## config.mk

```make
export PLATFORM = sky130hd
export DESIGN_NAME = dma_slave_engine
export DESIGN_NICKNAME = d
export VERILOG_FILES = /design/src/rtl/dma_slv_pkg.sv /design/src/rtl/dma_cfg_decode.sv /design/src/rtl/dma_strobe_edge.sv /design/src/rtl/dma_xfer_ctrl.sv /design/src/rtl/dma_slave_engine.sv
export SDC_FILE = /design/constraint.sdc
export NUM_CORES = 1
export LEC_CHECK = 0
export BUFFER_PORTS_ARGS = -buffer_cell sky130_fd_sc_hd__buf_2
export CAP_MARGIN = 20
export CORE_MARGIN = 3
export CORE_UTILIZATION = 40
export CTS_BUF_LIST = sky130_fd_sc_hd__clkbuf_2
export DETAILED_ROUTE_END_ITERATION = 12
export PLACE_DENSITY = 0.72
export SETUP_SLACK_MARGIN = 0.3
export SLEW_MARGIN = 25
export SYNTH_ARGS = -nofsm -noshare
export SYNTH_HDL_FRONTEND = slang
export SYNTH_SLANG_ARGS = --single-unit
```

## constraint.sdc

```tcl
create_clock -name clk -period 4.2 [get_ports clk]
set_input_delay 0.63 -clock clk [delete_from_list [all_inputs] [get_ports clk]]
set_output_delay 0.63 -clock clk [all_outputs]
set_load 0.02 [all_outputs]
```

## src/rtl/dma_slv_pkg.sv

```systemverilog
package dma_slv_pkg;

  typedef enum logic [1:0] {
    CFG_ADDR  = 2'd0,
    CFG_COUNT = 2'd1,
    CFG_CTRL  = 2'd2,
    CFG_NONE  = 2'd3
  } cfg_sel_e;

  localparam int CTRL_GO_BIT  = 0;
  localparam int CTRL_OUT_BIT = 1;

  typedef struct packed {
    logic load_addr;
    logic load_cnt;
    logic load_ctrl;
    logic go;
    logic dir_out;
  } cfg_cmd_t;

  localparam int STROBE_WR = 0;
  localparam int STROBE_RD = 1;
  localparam int N_STROBES = 2;

endpackage

```

## src/rtl/dma_cfg_decode.sv

```systemverilog
module dma_cfg_decode
  import dma_slv_pkg::*;
#(
  parameter int DATA_W = 8
) (
  input  logic              cfg_we,
  input  logic [1:0]        cfg_sel,
  input  logic [DATA_W-1:0] cfg_wdata,
  input  logic              busy,
  output cfg_cmd_t          cmd
);

  logic accept;
  assign accept = cfg_we & ~busy;

  always_comb begin
    cmd = '0;
    if (accept) begin
      unique case (cfg_sel_e'(cfg_sel))
        CFG_ADDR:  cmd.load_addr = 1'b1;
        CFG_COUNT: cmd.load_cnt  = 1'b1;
        CFG_CTRL: begin
          cmd.load_ctrl = 1'b1;
          cmd.go        = cfg_wdata[CTRL_GO_BIT];
          cmd.dir_out   = cfg_wdata[CTRL_OUT_BIT];
        end
        default: cmd = '0;
      endcase
    end
  end

endmodule

```

## src/rtl/dma_strobe_edge.sv

```systemverilog
module dma_strobe_edge
  import dma_slv_pkg::*;
(
  input  logic                 clk,
  input  logic                 rst_n,
  input  logic [N_STROBES-1:0] strobe_n,
  input  logic                 dack_n,
  output logic [N_STROBES-1:0] ack_fall
);

  for (genvar g = 0; g < N_STROBES; g++) begin : g_strobe
    logic prev_n;
    always_ff @(posedge clk or negedge rst_n) begin
      if (!rst_n) prev_n <= 1'b1;
      else        prev_n <= strobe_n[g];
    end
    assign ack_fall[g] = prev_n & ~strobe_n[g] & ~dack_n;
  end

endmodule

```

## src/rtl/dma_xfer_ctrl.sv

```systemverilog
module dma_xfer_ctrl
  import dma_slv_pkg::*;
#(
  parameter int DATA_W = 8,
  parameter int ADDR_W = 8,
  parameter int CNT_W  = 8
) (
  input  logic              clk,
  input  logic              rst_n,
  input  cfg_cmd_t          cmd,
  input  logic [DATA_W-1:0] cfg_wdata,
  input  logic              wr_ack,
  input  logic              rd_ack,
  output logic              active_q,
  output logic              dir_q,
  output logic [ADDR_W-1:0] addr_q,
  output logic [CNT_W-1:0]  cnt_q,
  output logic              xfer_evt,
  output logic              done_q
);

  function automatic logic [ADDR_W-1:0] addr_next(input logic [ADDR_W-1:0] a);
    return a + ADDR_W'(1);
  endfunction

  function automatic logic [CNT_W-1:0] cnt_next(input logic [CNT_W-1:0] c);
    return c - CNT_W'(1);
  endfunction

  function automatic logic cnt_is_last(input logic [CNT_W-1:0] c);
    return c == CNT_W'(1);
  endfunction

  logic strobe_hit;
  logic start_ok;
  logic start_empty;
  logic last_evt;

  assign strobe_hit  = dir_q ? rd_ack : wr_ack;
  assign xfer_evt    = active_q & strobe_hit;
  assign last_evt    = xfer_evt & cnt_is_last(cnt_q);
  assign start_ok    = cmd.go & (cnt_q != '0);
  assign start_empty = cmd.go & (cnt_q == '0);

  always_ff @(posedge clk or negedge rst_n) begin
    if (!rst_n) begin
      active_q <= 1'b0;
      dir_q    <= 1'b0;
      addr_q   <= '0;
      cnt_q    <= '0;
      done_q   <= 1'b0;
    end else begin
      done_q <= last_evt | start_empty;
      if (cmd.load_addr) addr_q <= ADDR_W'(cfg_wdata);
      if (cmd.load_cnt)  cnt_q  <= CNT_W'(cfg_wdata);
      if (cmd.load_ctrl) dir_q  <= cmd.dir_out;
      if (start_ok)      active_q <= 1'b1;
      if (xfer_evt) begin
        addr_q <= addr_next(addr_q);
        cnt_q  <= cnt_next(cnt_q);
      end
      if (last_evt) active_q <= 1'b0;
    end
  end

endmodule

```

## src/rtl/dma_slave_engine.sv

```systemverilog
module dma_slave_engine
  import dma_slv_pkg::*;
#(
  parameter int DATA_W = 8,
  parameter int ADDR_W = 8,
  parameter int CNT_W  = 8
) (
  input  logic              clk,
  input  logic              rst_n,
  input  logic              cfg_we,
  input  logic [1:0]        cfg_sel,
  input  logic [DATA_W-1:0] cfg_wdata,
  output logic              dma_drq_n,
  input  logic              dma_dack_n,
  input  logic              bus_wr_n,
  input  logic              bus_rd_n,
  input  logic [DATA_W-1:0] bus_din,
  output logic [DATA_W-1:0] bus_dout,
  output logic              bus_oe,
  output logic [ADDR_W-1:0] mem_addr,
  output logic              mem_we,
  output logic [DATA_W-1:0] mem_wdata,
  output logic              mem_re,
  input  logic [DATA_W-1:0] mem_rdata,
  output logic              done_pulse
);

  cfg_cmd_t              cmd;
  logic [N_STROBES-1:0]  ack_fall;
  logic                  active_q;
  logic                  dir_q;
  logic [ADDR_W-1:0]     addr_q;
  logic [CNT_W-1:0]      cnt_q;
  logic                  xfer_evt;
  logic                  done_q;

  dma_cfg_decode #(.DATA_W(DATA_W)) u_decode (
    .cfg_we    (cfg_we),
    .cfg_sel   (cfg_sel),
    .cfg_wdata (cfg_wdata),
    .busy      (active_q),
    .cmd       (cmd)
  );

  dma_strobe_edge u_edge (
    .clk      (clk),
    .rst_n    (rst_n),
    .strobe_n ({bus_rd_n, bus_wr_n}),
    .dack_n   (dma_dack_n),
    .ack_fall (ack_fall)
  );

  dma_xfer_ctrl #(.DATA_W(DATA_W), .ADDR_W(ADDR_W), .CNT_W(CNT_W)) u_ctrl (
    .clk       (clk),
    .rst_n     (rst_n),
    .cmd       (cmd),
    .cfg_wdata (cfg_wdata),
    .wr_ack    (ack_fall[STROBE_WR]),
    .rd_ack    (ack_fall[STROBE_RD]),
    .active_q  (active_q),
    .dir_q     (dir_q),
    .addr_q    (addr_q),
    .cnt_q     (cnt_q),
    .xfer_evt  (xfer_evt),
    .done_q    (done_q)
  );

  assign dma_drq_n  = ~active_q;
  assign done_pulse = done_q;
  assign mem_addr   = addr_q;
  assign mem_we     = xfer_evt & ~dir_q;
  assign mem_wdata  = bus_din;
  assign mem_re     = active_q & dir_q;
  assign bus_dout   = mem_rdata;
  assign bus_oe     = active_q & dir_q & ~dma_dack_n & ~bus_rd_n;

endmodule

```

==> impl_metrics.ini <==
[layout]
multi_input_area_sq_um = 701
regArea_sq_um = 528
fin_nets = 193
drive_above_1_share_pct = 28.2
n_fill_cell = 333
antenna_cells = 0
fin_area_sq_um = 1460
area_delta_synth_final_pct = 3.19
fin_cells = 200

[timing]
setup_viol = 0
clock.fmax_mhz = 385
slew_viol_final = 0
fin_crit_sh_pct = 61.8
hold_viol = 0
period_minus_slack_ns = 2.60
finalSetupTns_ns = 0
grt_setup_unrepaired = false
maxSlewHeadroom_pct = 46.7
hold_ws_ns = 0.216
skew_ns = 0.0107
worst-slew-pin-transition_ns = 0.800

[grt]
grt_use_total_pct = 16.2
grt.overflow.total = 0
grt_pass1_wl_mm = 5.45
antenna_found_initial = 0
first_global_vias = 1198
grt_max_degree = 22

[route]
drc = 0
wl_mm = 3.26
drt.antenna.violating_nets = 0
vias = 1210
drt_iter0_drc = 40
first_pass_iters = 4
wl_per_cell_um = 16.3
vias_per_cell = 6.05

[synthesis]
synthesis.area_sq_um = 1410
yosysUniqueCellTypes = 50
synth_area_leaders = dfrtp_1, buf_4, dfstp_2
synth_edf_count = 0
ys.warnings.count = 0
netlist_top_cells_count = buf_4, dfrtp_1, nor2_1
synth_nets = 182
synth_top_cell_by_area = dfrtp_1
synth_seq_area_share_pct = 37.3
postSynthAreaPerCell_sq_um = 9.68
synth_top_area_share_pct = 33.6
synthArstFlopShare_pct = 100
synth_ff_type = dfrtp_1
ys_ff_latch = 21
syn-instance-count = 146

[clock_network]
post-cts-setup-buffer-count = 0
clk_latency_ns = 0.32
holdBufCountCts = 0
cts.sinks = 21
cts_inserted_buffers = 3
cts-root-buf = clkbuf_2
cts_tree = done
htreeDepth = 1
clkSlewWorstSetupHoldPaths_ns = 0.21
clockBufferDepth = 2
cts_resized = 0

[die]
initial_core_util_pct = 44.1
die_h_um = 65.5
dieWidth_um = 65.5
io_pins = 61
row_count = 20
die_area_sq_um = 4280
core_area_sq_um = 3200

[placement]
post-dp-hpwl_mm = 2.38
dp_cells = 196
gp_congestion = 0.828
io_buffers = 28
dpl-instance-area_sq_um = 1440

[setup_path]
cp_data_arrival_time_ns = 1.97
worst_ep_required_time_ns = 3.57
critPathTopFamily = compound AO/OA/AOI/OAI gates
end_kind = primary output
worst_path_largest_cell_delay_ns = 0.64
path_max_fanout = 21
critical_path_class = flop to primary output
crit_chain = and3b_4 -> o21ai_2 -> nor2_1 -> buf_2
worst_setup_path_start_kind = flop
crit_slowest_cell = o21ai_2
critPathBufInv = 1

[power_and_ir_drop]
power_leakage_nw = 0.631
power.total_mw = 0.885
vdd_drop_max_mv = 0.326
power_density_nw_per_um2 = 607

[run]
maxCapViolations = 0

[run_status]
status = completed

[worst_hold_path]
min_path_type = input port to async pin
-- power by group --
group | switching (mW) | leakage, nW | internal, mW
sequential | 0.113 | 0.244 | 0.284
combinational | 0.231 | 0.371 | 0.169
clock | 0.0633 | 0.0166 | 0.0252
total | 0.407 | 0.631 | 0.478
-- placed cells by master (no fill, tap or decap), types with 2 or more instances in the layout --
cell	Yosys	layout
o211ai_1	3	3
o22ai_1	2	2
or4_1	2	2
a31oi_1	4	4
dfstp_2	2	2
dfrtp_1	19	19
nor2_1	11	11
nand2_1	10	10
buf_2	1	28
ha_1	4	4
or3_1	2	2
o311ai_0	2	2
clkbuf_2	0	4
and4bb_2	2	2
inv_1	4	4
nand3_1	10	10
nor3_1	8	8
a21oi_1	3	3
a211oi_1	2	2
o311ai_1	2	2
and3_1	3	3
a211o_1	2	2
-- routing by layer --
layer	wire length, um	share of wire, %	up-vias	GRT usage, %
met5	0	0	-	0
met2	1580	48	43	26.0
met1	1400	43	597	20.8
met3	207	6.4	15	2.91
met4	80	2.5	0	7.77
li1	-	-	555	-
-- cell type report --
type	count	area share, %
multi-input cells	99	48.0
flip-flops and latches	21	36.2
repair buffers	28	9.61
well taps	44	3.77
clock buffers	4	1.37
inverters	4	1.03
-- cell families after synthesis --
group,Yosys count,share of synthesized area [%]
AOI/OAI and AO/OA,32,18.2
adders and majority gates,4,3.54
buffers and inverters,26,13.1
and+or+nand+nor,61,26.2
DFF,21,37.3
muxes,2,1.59
-- stage by stage --
| step | setup WS (ns) | utilization, % |
|---|---|---|
| 2_1_floorplan | 2.00 | - |
| 3_3_place_gp | 1.76 | 44.9 |
| 3_5_place_dp | 1.70 | 44.9 |
| 4_1_cts | 1.61 | 45.5 |
| 5_1_grt | 1.50 | 45.5 |
| 6_report | 1.60 | 45.5 |
-- final timing paths --
path / start / to / slack, ns / cells past startpoint
min in group clk: bus_wr_n / u_edge.g_strobe[0].prev_n / 0.38 / 1
setup / recovery: u_ctrl.dir_q / mem_we / 1.60 / 4
max in group asynchronous: rst_n / u_edge.g_strobe[0].prev_n / 3.63 / 1
hold / removal: rst_n / u_ctrl.addr_q[2] / 0.22 / 1
setup reg to reg: u_ctrl.dir_q / u_ctrl.addr_q[3] / 2.30 / 4
hold reg to reg: u_ctrl.cnt_q[0] / u_ctrl.cnt_q[0] / 0.59 / 1
-- registers in the layout, summed over array words and instances, names as in the netlist --
signal and flops:
u_ctrl.done_q 1, u_ctrl.addr_q 8, u_ctrl.cnt_q 8, u_ctrl.dir_q 1, u_edge.g_strobe.prev_n 2, u_ctrl.active_q 1
Power figures use the tool's default switching activity.
